**config.mk**
```make
export PLATFORM = sky130hd
export DESIGN_NAME = spi_mem_ctrl
export DESIGN_NICKNAME = d
export VERILOG_FILES = /design/src/rtl/spi_mem_pkg.sv /design/src/rtl/spi_mem_sync.sv /design/src/rtl/spi_mem_pagebuf.sv /design/src/rtl/spi_mem_wtimer.sv /design/src/rtl/spi_mem_ctrl.sv
export SDC_FILE = /design/constraint.sdc
export NUM_CORES = 1
export LEC_CHECK = 0
export ABC_AREA = 1
export CORE_ASPECT_RATIO = 0.5
export CORE_UTILIZATION = 60
export DETAILED_ROUTE_END_ITERATION = 12
export PLACE_DENSITY = 0.78
export SETUP_SLACK_MARGIN = 0.3
export SYNTH_ARGS = -nofsm -noshare
export SYNTH_HDL_FRONTEND = slang
export SYNTH_SLANG_ARGS = --single-unit
export TNS_END_PERCENT = 20
```
**constraint.sdc**
```tcl
create_clock -name clk -period 6.5 [get_ports clk]
set_clock_uncertainty 0.15 [all_clocks]
set_input_delay 1.3 -clock clk [delete_from_list [all_inputs] [get_ports clk]]
set_output_delay 1.3 -clock clk [all_outputs]
set_load 0.02 [all_outputs]
```
**src/rtl/spi_mem_pkg.sv**
```systemverilog
package spi_mem_pkg;

    localparam logic [7:0] OP_WREN  = 8'h06;
    localparam logic [7:0] OP_WRDI  = 8'h04;
    localparam logic [7:0] OP_SFLAG = 8'h00;
    localparam logic [7:0] OP_RDSR  = 8'h05;
    localparam logic [7:0] OP_WRSR  = 8'h01;
    localparam logic [7:0] OP_READ  = 8'h03;
    localparam logic [7:0] OP_WRITE = 8'h02;

    typedef enum logic [3:0] {
        ST_IDLE, ST_OPC, ST_ADDR, ST_RD, ST_RDSR,
        ST_WR, ST_SDATA, ST_SDONE, ST_WREN, ST_IGN
    } st_e;

    typedef enum logic { WK_ARRAY, WK_STATUS } wkind_e;

    typedef struct packed {
        logic cs_fall;
        logic cs_rise;
        logic sck_rise;
        logic sck_fall;
        logic si;
    } bus_ev_t;

    function automatic logic [7:0] status_byte(input logic [2:0] nv, input logic flag,
                                               input logic wel, input logic wip);
        return {nv[2], flag, 2'b11, nv[1:0], wel, wip};
    endfunction

endpackage

```
**src/rtl/spi_mem_sync.sv**
```systemverilog
module spi_mem_sync
    import spi_mem_pkg::*;
#(
    parameter int STAGES = 2
) (
    input  logic    clk,
    input  logic    rst,
    input  logic    cs_n,
    input  logic    sck,
    input  logic    si,
    output bus_ev_t ev
);
    logic [STAGES:0]   cs_q;
    logic [STAGES:0]   sck_q;
    logic [STAGES-1:0] si_q;

    // chip select resets to "low": a select held low through reset shows no fall
    always_ff @(posedge clk) begin
        if (rst) begin
            cs_q  <= '0;
            sck_q <= '0;
            si_q  <= '0;
        end else begin
            cs_q  <= {cs_q[STAGES-1:0], cs_n};
            sck_q <= {sck_q[STAGES-1:0], sck};
            si_q  <= {si_q[STAGES-2:0], si};
        end
    end

    always_comb begin
        ev.cs_fall  = cs_q[STAGES] & ~cs_q[STAGES-1];
        ev.cs_rise  = ~cs_q[STAGES] & cs_q[STAGES-1];
        ev.sck_rise = ~sck_q[STAGES] & sck_q[STAGES-1];
        ev.sck_fall = sck_q[STAGES] & ~sck_q[STAGES-1];
        ev.si       = si_q[STAGES-1];
    end
endmodule

```
**src/rtl/spi_mem_pagebuf.sv**
```systemverilog
module spi_mem_pagebuf #(
    parameter int PAGE_W = 5,
    localparam int PAGE_BYTES = 1 << PAGE_W
) (
    input  logic              clk,
    input  logic              rst,
    input  logic              clr,
    input  logic              wr_en,
    input  logic [PAGE_W-1:0] wr_idx,
    input  logic [7:0]        wr_data,
    input  logic [PAGE_W-1:0] rd_idx,
    output logic [7:0]        rd_data,
    output logic              rd_valid
);
    logic [7:0]            bytes_q [PAGE_BYTES];
    logic [PAGE_BYTES-1:0] vld_q;

    always_ff @(posedge clk) begin
        if (wr_en) bytes_q[wr_idx] <= wr_data;
    end

    always_ff @(posedge clk) begin
        if (rst || clr)  vld_q <= '0;
        else if (wr_en)  vld_q[wr_idx] <= 1'b1;
    end

    assign rd_data  = bytes_q[rd_idx];
    assign rd_valid = vld_q[rd_idx];
endmodule

```
**src/rtl/spi_mem_wtimer.sv**
```systemverilog
module spi_mem_wtimer #(
    parameter int CYCLES = 20000,
    localparam int CW = $clog2(CYCLES + 1)
) (
    input  logic clk,
    input  logic rst,
    input  logic start,
    output logic done
);
    logic [CW-1:0] cnt;

    always_ff @(posedge clk) begin
        if (rst)             cnt <= '0;
        else if (start)      cnt <= CW'(CYCLES);
        else if (cnt != '0)  cnt <= cnt - CW'(1);
    end

    assign done = (cnt == CW'(1));
endmodule

```
**src/rtl/spi_mem_ctrl.sv**
```systemverilog
module spi_mem_ctrl
    import spi_mem_pkg::*;
#(
    parameter int ADDR_W    = 12,
    parameter int PAGE_W    = 5,
    parameter int WR_CYCLES = 20000,
    parameter int SYNC_STG  = 2
) (
    input  logic              clk,
    input  logic              rst,
    input  logic              cs_n,
    input  logic              sck,
    input  logic              mosi,
    output logic              miso,
    output logic              miso_oe,
    output logic [ADDR_W-1:0] mem_raddr,
    input  logic [7:0]        mem_rdata,
    output logic              mem_we,
    output logic [ADDR_W-1:0] mem_waddr,
    output logic [7:0]        mem_wdata,
    input  logic              prot_wr_ok,
    input  logic              prot_sr_ok,
    input  logic [2:0]        prot_sr_bits,
    output logic              sr_we,
    output logic [7:0]        sr_wdata
);
    localparam int HI_W = ADDR_W - 8;
    localparam int PB_W = ADDR_W - PAGE_W;
    localparam logic [PAGE_W-1:0] LAST_IDX = '1;

    bus_ev_t ev;
    st_e     state;
    wkind_e  wkind;
    logic [2:0]        bitcnt;
    logic [6:0]        sh;
    logic [HI_W-1:0]   hi_q;
    logic              addr_hi, op_wr, got_byte;
    logic [ADDR_W-1:0] rd_addr;
    logic              load_pend, out_en, so_q;
    logic [7:0]        out_sh, sr_data;
    logic              wel, wip, flag, committing;
    logic [PB_W-1:0]   page_base;
    logic [PAGE_W-1:0] ptr, cidx;

    logic [7:0]        byte_in, status_now;
    logic [ADDR_W-1:0] full_addr;
    logic              byte_done, start_arr, start_sr, tmr_done;
    logic              pb_clr, pb_wr, pb_valid;
    logic [7:0]        pb_data;

    spi_mem_sync #(.STAGES(SYNC_STG)) u_sync (
        .clk(clk), .rst(rst), .cs_n(cs_n), .sck(sck), .si(mosi), .ev(ev)
    );

    spi_mem_pagebuf #(.PAGE_W(PAGE_W)) u_pbuf (
        .clk(clk), .rst(rst), .clr(pb_clr), .wr_en(pb_wr), .wr_idx(ptr),
        .wr_data(byte_in), .rd_idx(cidx), .rd_data(pb_data), .rd_valid(pb_valid)
    );

    spi_mem_wtimer #(.CYCLES(WR_CYCLES)) u_tmr (
        .clk(clk), .rst(rst), .start(start_arr | start_sr), .done(tmr_done)
    );

    always_comb begin
        byte_in    = {sh, ev.si};
        full_addr  = {hi_q, byte_in};
        status_now = status_byte(prot_sr_bits, flag, wel, wip);
        byte_done  = ev.sck_rise && !ev.cs_rise && !ev.cs_fall
                     && state != ST_IDLE && bitcnt == 3'd7;
        start_arr  = ev.cs_rise && state == ST_WR && bitcnt == 3'd0 && got_byte;
        start_sr   = ev.cs_rise && state == ST_SDONE && bitcnt == 3'd0 && prot_sr_ok;
        pb_clr     = byte_done && state == ST_ADDR && addr_hi && op_wr;
        pb_wr      = byte_done && state == ST_WR;
    end

    always_ff @(posedge clk) begin
        if (rst) begin
            state <= ST_IDLE;  wkind <= WK_ARRAY;  bitcnt <= '0;  sh <= '0;
            hi_q <= '0;  addr_hi <= 1'b0;  op_wr <= 1'b0;  got_byte <= 1'b0;
            rd_addr <= '0;  load_pend <= 1'b0;  out_en <= 1'b0;  so_q <= 1'b0;
            out_sh <= '0;  sr_data <= '0;  wel <= 1'b0;  wip <= 1'b0;
            flag <= 1'b0;  committing <= 1'b0;  page_base <= '0;  ptr <= '0;  cidx <= '0;
        end else begin
            if (ev.sck_fall) begin
                so_q   <= out_sh[7];
                out_sh <= {out_sh[6:0], 1'b0};
            end
            if (load_pend) begin
                out_sh    <= mem_rdata;
                rd_addr   <= rd_addr + ADDR_W'(1);
                load_pend <= 1'b0;
            end

            if (ev.cs_rise) begin
                if (state == ST_WREN && bitcnt == 3'd0) wel <= 1'b1;
                if (start_arr) begin wip <= 1'b1; wkind <= WK_ARRAY;  end
                if (start_sr)  begin wip <= 1'b1; wkind <= WK_STATUS; end
                state  <= ST_IDLE;
                out_en <= 1'b0;
            end else if (ev.cs_fall) begin
                state  <= ST_OPC;
                bitcnt <= '0;
            end else if (ev.sck_rise && state != ST_IDLE) begin
                bitcnt <= bitcnt + 3'd1;
                sh     <= byte_in[6:0];
                if (state == ST_WREN || state == ST_SDONE) state <= ST_IGN;
                if (byte_done) begin
                    unique case (state)
                        ST_OPC: begin
                            if (wip && byte_in != OP_RDSR) state <= ST_IGN;
                            else begin
                                case (byte_in)
                                    OP_WREN:  state <= ST_WREN;
                                    OP_WRDI:  begin wel <= 1'b0; flag <= 1'b0; state <= ST_IGN; end
                                    OP_SFLAG: begin flag <= 1'b1; state <= ST_IGN; end
                                    OP_RDSR:  begin out_sh <= status_now; out_en <= 1'b1; state <= ST_RDSR; end
                                    OP_WRSR:  state <= wel ? ST_SDATA : ST_IGN;
                                    OP_READ:  begin op_wr <= 1'b0; addr_hi <= 1'b0; state <= ST_ADDR; end
                                    OP_WRITE: begin
                                        op_wr <= 1'b1; addr_hi <= 1'b0;
                                        state <= wel ? ST_ADDR : ST_IGN;
                                    end
                                    default:  state <= ST_IGN;
                                endcase
                            end
                        end
                        ST_ADDR: begin
                            addr_hi <= 1'b1;
                            hi_q    <= byte_in[HI_W-1:0];
                            if (addr_hi && op_wr) begin
                                page_base <= full_addr[ADDR_W-1:PAGE_W];
                                ptr       <= full_addr[PAGE_W-1:0];
                                got_byte  <= 1'b0;
                                state     <= ST_WR;
                            end else if (addr_hi) begin
                                rd_addr   <= full_addr;
                                load_pend <= 1'b1;
                                out_en    <= 1'b1;
                                state     <= ST_RD;
                            end
                        end
                        ST_RD:    load_pend <= 1'b1;
                        ST_RDSR:  out_sh <= status_now;
                        ST_WR:    begin ptr <= ptr + PAGE_W'(1); got_byte <= 1'b1; end
                        ST_SDATA: begin sr_data <= byte_in; state <= ST_SDONE; end
                        default: ;
                    endcase
                end
            end

            if (tmr_done) begin
                committing <= 1'b1;
                cidx       <= '0;
            end else if (committing) begin
                if (wkind == WK_STATUS || cidx == LAST_IDX) begin
                    committing <= 1'b0;
                    wip        <= 1'b0;
                    wel        <= 1'b0;
                end else begin
                    cidx <= cidx + PAGE_W'(1);
                end
            end
        end
    end

    assign miso      = so_q;
    assign miso_oe   = out_en & ~cs_n;
    assign mem_raddr = rd_addr;
    assign mem_waddr = {page_base, cidx};
    assign mem_wdata = pb_data;
    assign mem_we    = committing && wkind == WK_ARRAY && pb_valid && prot_wr_ok;
    assign sr_we     = committing && wkind == WK_STATUS;
    assign sr_wdata  = sr_data;
endmodule

```
==> After elaboration in Yosys (flattened, before gate mapping) <==
Memories as Yosys holds them, arrays and structs flattened. A register that Yosys moved wholly into a read port is not among the register bits.
Index checks and enable logic that the tools add are counted.
Widths: inputs -> output; s select.
{ "word_totals": {"mem_bits_rw": 256, "output_inout_bits": 44, "reg_bits": 129, "mem_count": 1, "input_bits": 18} }
{ "memory_table": {"columns": ["name", "depth", "word_bits", "rd", "rd_clocked_by_memory_dff", "wr", "line", "rtl"], "rows": [
  ["u_pbuf.bytes_q", 32, 8, 1, 1, 1, "spi_mem_pagebuf.sv:15", "logic [7:0] bytes_q [PAGE_BYTES];"]
]} }
{ "op_classes": {"n_eq_ne": 24, "magnitude_cmp": 3, "addsub": 5, "reduce_logical": 57, "bitwise": 19, "n_mux": 79} }
{ "op_table": {"columns": ["cell", "n"], "rows": [
  ["$mux 12", 8],
  ["$mux 8", 8],
  ["$mux 1", 37],
  ["$or 32x32->32", 1],
  ["$mux 15", 2],
  ["$mux 4", 7],
  ["$eq 8x3->1 const B", 3],
  ["$logic_and 1x1->1", 23],
  ["$reduce_and 7->1", 3],
  ["$pmux 4 s5", 1],
  ["$eq 4x3->1 const B", 4],
  ["$eq 8x2->1 const B", 2],
  ["$pmux 8 s2", 1],
  ["$eq 15x1->1 const B", 1],
  ["$mux 5", 3],
  ["$reduce_bool 15->1", 1],
  ["$sub 15x1->15 const B", 1],
  ["$reduce_bool 2->1", 7],
  ["$add 12x1->12 const B", 1],
  ["$lt 5x6->1 const B", 2],
  ["$not 1->1", 12],
  ["$pmux 1 s2", 6],
  ["$pmux 4 s3", 1],
  ["$reduce_and 6->1", 2],
  ["other kinds (30)", 50]
]} }

==> Longest topological paths before layout <==
{ "depth": {"ltp_word": 14, "mapped_depth": 12} }

==> Cells and area by module <==
Synthesis repeated with hierarchy kept, for this count alone.
{ "hier_totals": {"hier_cells": 1774, "area_unflattened_um2": 16594.7} }
{ "modules_own_cells": {"columns": ["module", "instances", "seq_area_each_um2", "area_per_inst_um2", "cells_per_inst"], "rows": [
  ["spi_mem_pagebuf", 1, 8328.0, 11811.3, 1108],
  ["spi_mem_ctrl", 1, 1481.4, 3612.2, 509],
  ["spi_mem_wtimer", 1, 300.3, 909.6, 125],
  ["spi_mem_sync", 1, 160.2, 261.5, 32]
]} }

==> Least setup slack after synthesis <==
No wires, ideal clock.
{ "synth_timing": {"kind": "input to output", "from": "input prot_wr_ok", "to": "output mem_we", "n_path_buf": 0, "t_arrival_ps": 1744, "slack_ps": 3306, "path_stages": 4, "cell_sequence": "nand2_1 > nor2_1 > nand2_1 > nor2_1"} }
{ "synth_between": {"elab_chain_len": 1} }
{ "synth_lines": {"columns": ["item", "line", "rtl"], "rows": [
  ["start: declaration", "spi_mem_ctrl.sv:21", "input logic prot_wr_ok,"],
  ["$logic_and 1x1->1", "spi_mem_ctrl.sv:171", "assign mem_we = committing && wkind == WK_ARRAY && pb_valid && prot_wr_ok;"],
  ["end: declaration", "spi_mem_ctrl.sv:18", "output logic mem_we,"]
]} }
No other way between the ends.

==> results.md <==
- Achievable clock frequency: about 190 MHz
- Post-synth top area share: 47.1%
- Synthesized net count: 1650
- Critical path's largest stage delay: slightly above 0.8 ns
- RSZ-0062 raised after global routing: false
- Netlist cell types: between 40 and 50
- Sequential area share after synthesis: between 60% and 70%
- Most frequent cells after synthesis: 257 x nor2_1, 256 x edfxtp_1, 207 x nand2_1
- CTS max path bufs: 3
- VDD IR max: 0.199 mV
- Syn Area/Cell: 10.1 um^2
- Die Wd: approximately 240 um
- Number of global-route vias before repair: roughly 12k
- WL final: 41400 um
- Status: completed
- GR Overflow Total: 0
- Residual DRC count: 0
- Ys Warns: 0
- Kind of critical path: flip-flop to primary output
- Antenna violations before repair: 1
- FILL cells: about 1.9k
- Most used cell along the critical path: nand2_1
- Slew @ Worst Pin: between 1 and 1.5 ns
- CTS Buf Count: 34
- Antenna cells: 0
- CTS sink count: 390
- Vias: between 10k and 15k
- Worst path cell trace: inv_2 -> buf_4 -> o21ai_0 -> o221ai_1 -> nand3_1 -> nand2_1 -> nand2_1 -> nand2_1 -> clkdlybuf4s50_1
- Final setup vio count: 0
- Final WS setup: approximately 1.1 ns
- Row count: 42
- Slew Limit Fails: 0
- Syn Inst Count: roughly 1.6k
- Share of layout cells above drive strength 1: about 5.5%
- Initial DRC count: 1612
- Layout net count: about 1.7k
- Pin count of the biggest net entering global routing: 73
- Drt wl/cell: 20.4 um
- Most used DFF post-synth: edfxtp_1
- Slowest CP cell: inv_2
- Latest clock arrival within the worst-skew pair: about 0.52 ns
- CTS root buf: clkbuf_16
- Synthesized flop and latch total: 390
- Hold crit path type: flip-flop to flip-flop
- PwrDens: ~300 nW/um^2
- Vias/cell: ~6.0
- Synth area leader: edfxtp_1
- Initial Util: between 60 and 70%
- Slew margin rel.: roughly 22%
- Die height: around 120 um
- EDFF count, synth: between 200 and 300
- H-tree depth: 2
- Top post-synthesis cells by area: edfxtp_1 47%, dfxtp_1 16%, o21ai_0 6.0%, nor2_1 5.9%, nand2_1 4.8%
- Final RePlAce weighted congestion: about 0.94
- Most frequent cell after synthesis: nor2_1
- WP data arrival: 3.93 ns
- Setup TNS: 0 ns
- Pwr Total: between 5 and 6 mW
- Max cap viols: 0
- Final Cycle Share: 82.8%
- Crit Path Max Fanout: 62
- Clock-pin slew on the worst setup and hold paths: 0.07 ns
- Dpl cells: 1970
- Fin Hold WS: 0.249 ns
- First-pass detailed-route iteration total: 6
- PostCTS Resize Cnt: 0
- Crit path time final: ~5.4 ns
- WP data required: just over 5 ns
- Synth Cell Area: between 15000 and 20000 um^2
- Register-to-register setup slack: about 3.7 ns
- Static Leak: between 6 and 7 nW
- DRT antenna net count: 0
- Number of I/O port buffers: 61
- CTS tree: done
- First-pass GRT wire length: 64400 um
- GR Util All Layers: ~30%
- Asr flop ratio synth: 0%
- Crit-path leading delay family: buffers and inverters
- Hpwl dp: between 20000 and 30000 um
- Pre-CTS WS: ~1.8 ns
- P&R area growth vs syn: 12.0%
- Fin cells: just over 2k
- Post CTS Setup Buffer Count: 0
- Type of origin of the critical path: flip-flop
- Final Hold Fails: 0
- Crit. End Element: primary output
- Cts hold-fix bufs: 0
- Crit path buf inv count: 3
- Full die area: between 20000 and 30000 um^2
- Core Region: between 20000 and 30000 um^2
- I/O Pins: 62
-- layer usage --
layer / share of wire, % / vias to the layer above / routed length [um] / GRT usage, %
met5: 0 / - / 0 / 0
met4: 2.5 / 0 / 1040 / 9.54
met3: 9.1 / 91 / 3750 / 5.44
met2: 47 / 605 / 19500 / 48.9
met1: 41 / 5890 / 17100 / 40.7
li1: - / 5703 / - / -
-- cells in the final DEF, fill, tap and decap left out, drive strengths merged --
master,Yosys,final
or3,1,1
clkdlybuf4s50,0,61
buf,13,16
o2111ai,1,1
ha,15,15
o211ai,17,17
nand2,212,212
xor2,11,11
bufinv,0,2
a211oi,9,9
o22ai,4,4
nor4,5,5
xnor2,7,7
clkinv,5,11
nor2,268,268
or2,3,3
nor3,16,16
edfxtp,256,256
nand4,15,15
nor3b,1,1
dfxtp,134,134
nand3,63,63
clkbuf,63,52
o21ai,200,200
o221ai,58,58
a31oi,2,2
o31ai,1,1
a21boi,1,1
nand3b,6,6
a21oi,96,96
inv,134,136
-- cell families after synthesis --
group                      Yosys count  synth area share [%]
AOI/OAI and AO/OA                  389                  13.8
DFF                                390                  63.6
xor gates and xnor gates            18                 0.967
buffers and inverters              215                  5.07
and+or+nand+nor                    590                  15.5
adders and majority gates           15                  1.15
-- worst min-delay path: stages (launching register included) --
cell	delay, ns
dfxtp_1	0.29
inv_1	0.04
nor2_1	0.03
-- flip-flops by register name (all words and copies together) (netlist names), 4 cells and up, named ones only --
name	count
cidx	5
hi_q	4
mem_raddr	12
out_sh	8
page_base	7
ptr	5
sh	7
sr_wdata	8
state	4
u_pbuf.bytes_q	256
u_pbuf.vld_q	32
u_tmr.cnt	15
-- metrics by stage --
step	util, %	cell area [um^2]
floorplan	-	16300
global placement	64.6	17200
detailed placement	64.6	17200
CTS	68.7	18300
global route	68.7	18300
finish	68.7	18300
-- worst paths after layout --
check                       from  cells after the start                    end
setup / recovery       flip-flop                      9           mem_wdata[5]
hold / removal    u_sync.si_q[0]                      2         u_sync.si_q[1]
hold reg to reg   u_sync.si_q[0]                      2         u_sync.si_q[1]
setup reg to reg  u_sync.cs_q[2]                      9  u_pbuf.bytes_q[15][2]
-- area by class of cell --
| cell class | instances | area (um^2) | area share (%) |
|---|---|---|---|
| Sequential cell | 390 | 10400 | 56.8 |
| Multi-Input combinational cell | 1012 | 5110 | 28.0 |
| Clock buffer | 52 | 970 | 5.31 |
| Timing Repair Buffer | 77 | 731 | 4.00 |
| Inverter | 139 | 522 | 2.86 |
| Tap cell | 352 | 440 | 2.41 |
| Clock inverter | 10 | 121 | 0.664 |
-- report_power, final --
group / internal (mW) / switching (mW)
combinational: 0.216 / 0.428
clock: 1.12 / 0.896
sequential: 2.67 / 0.0869
Power figures use the tool's default switching activity.
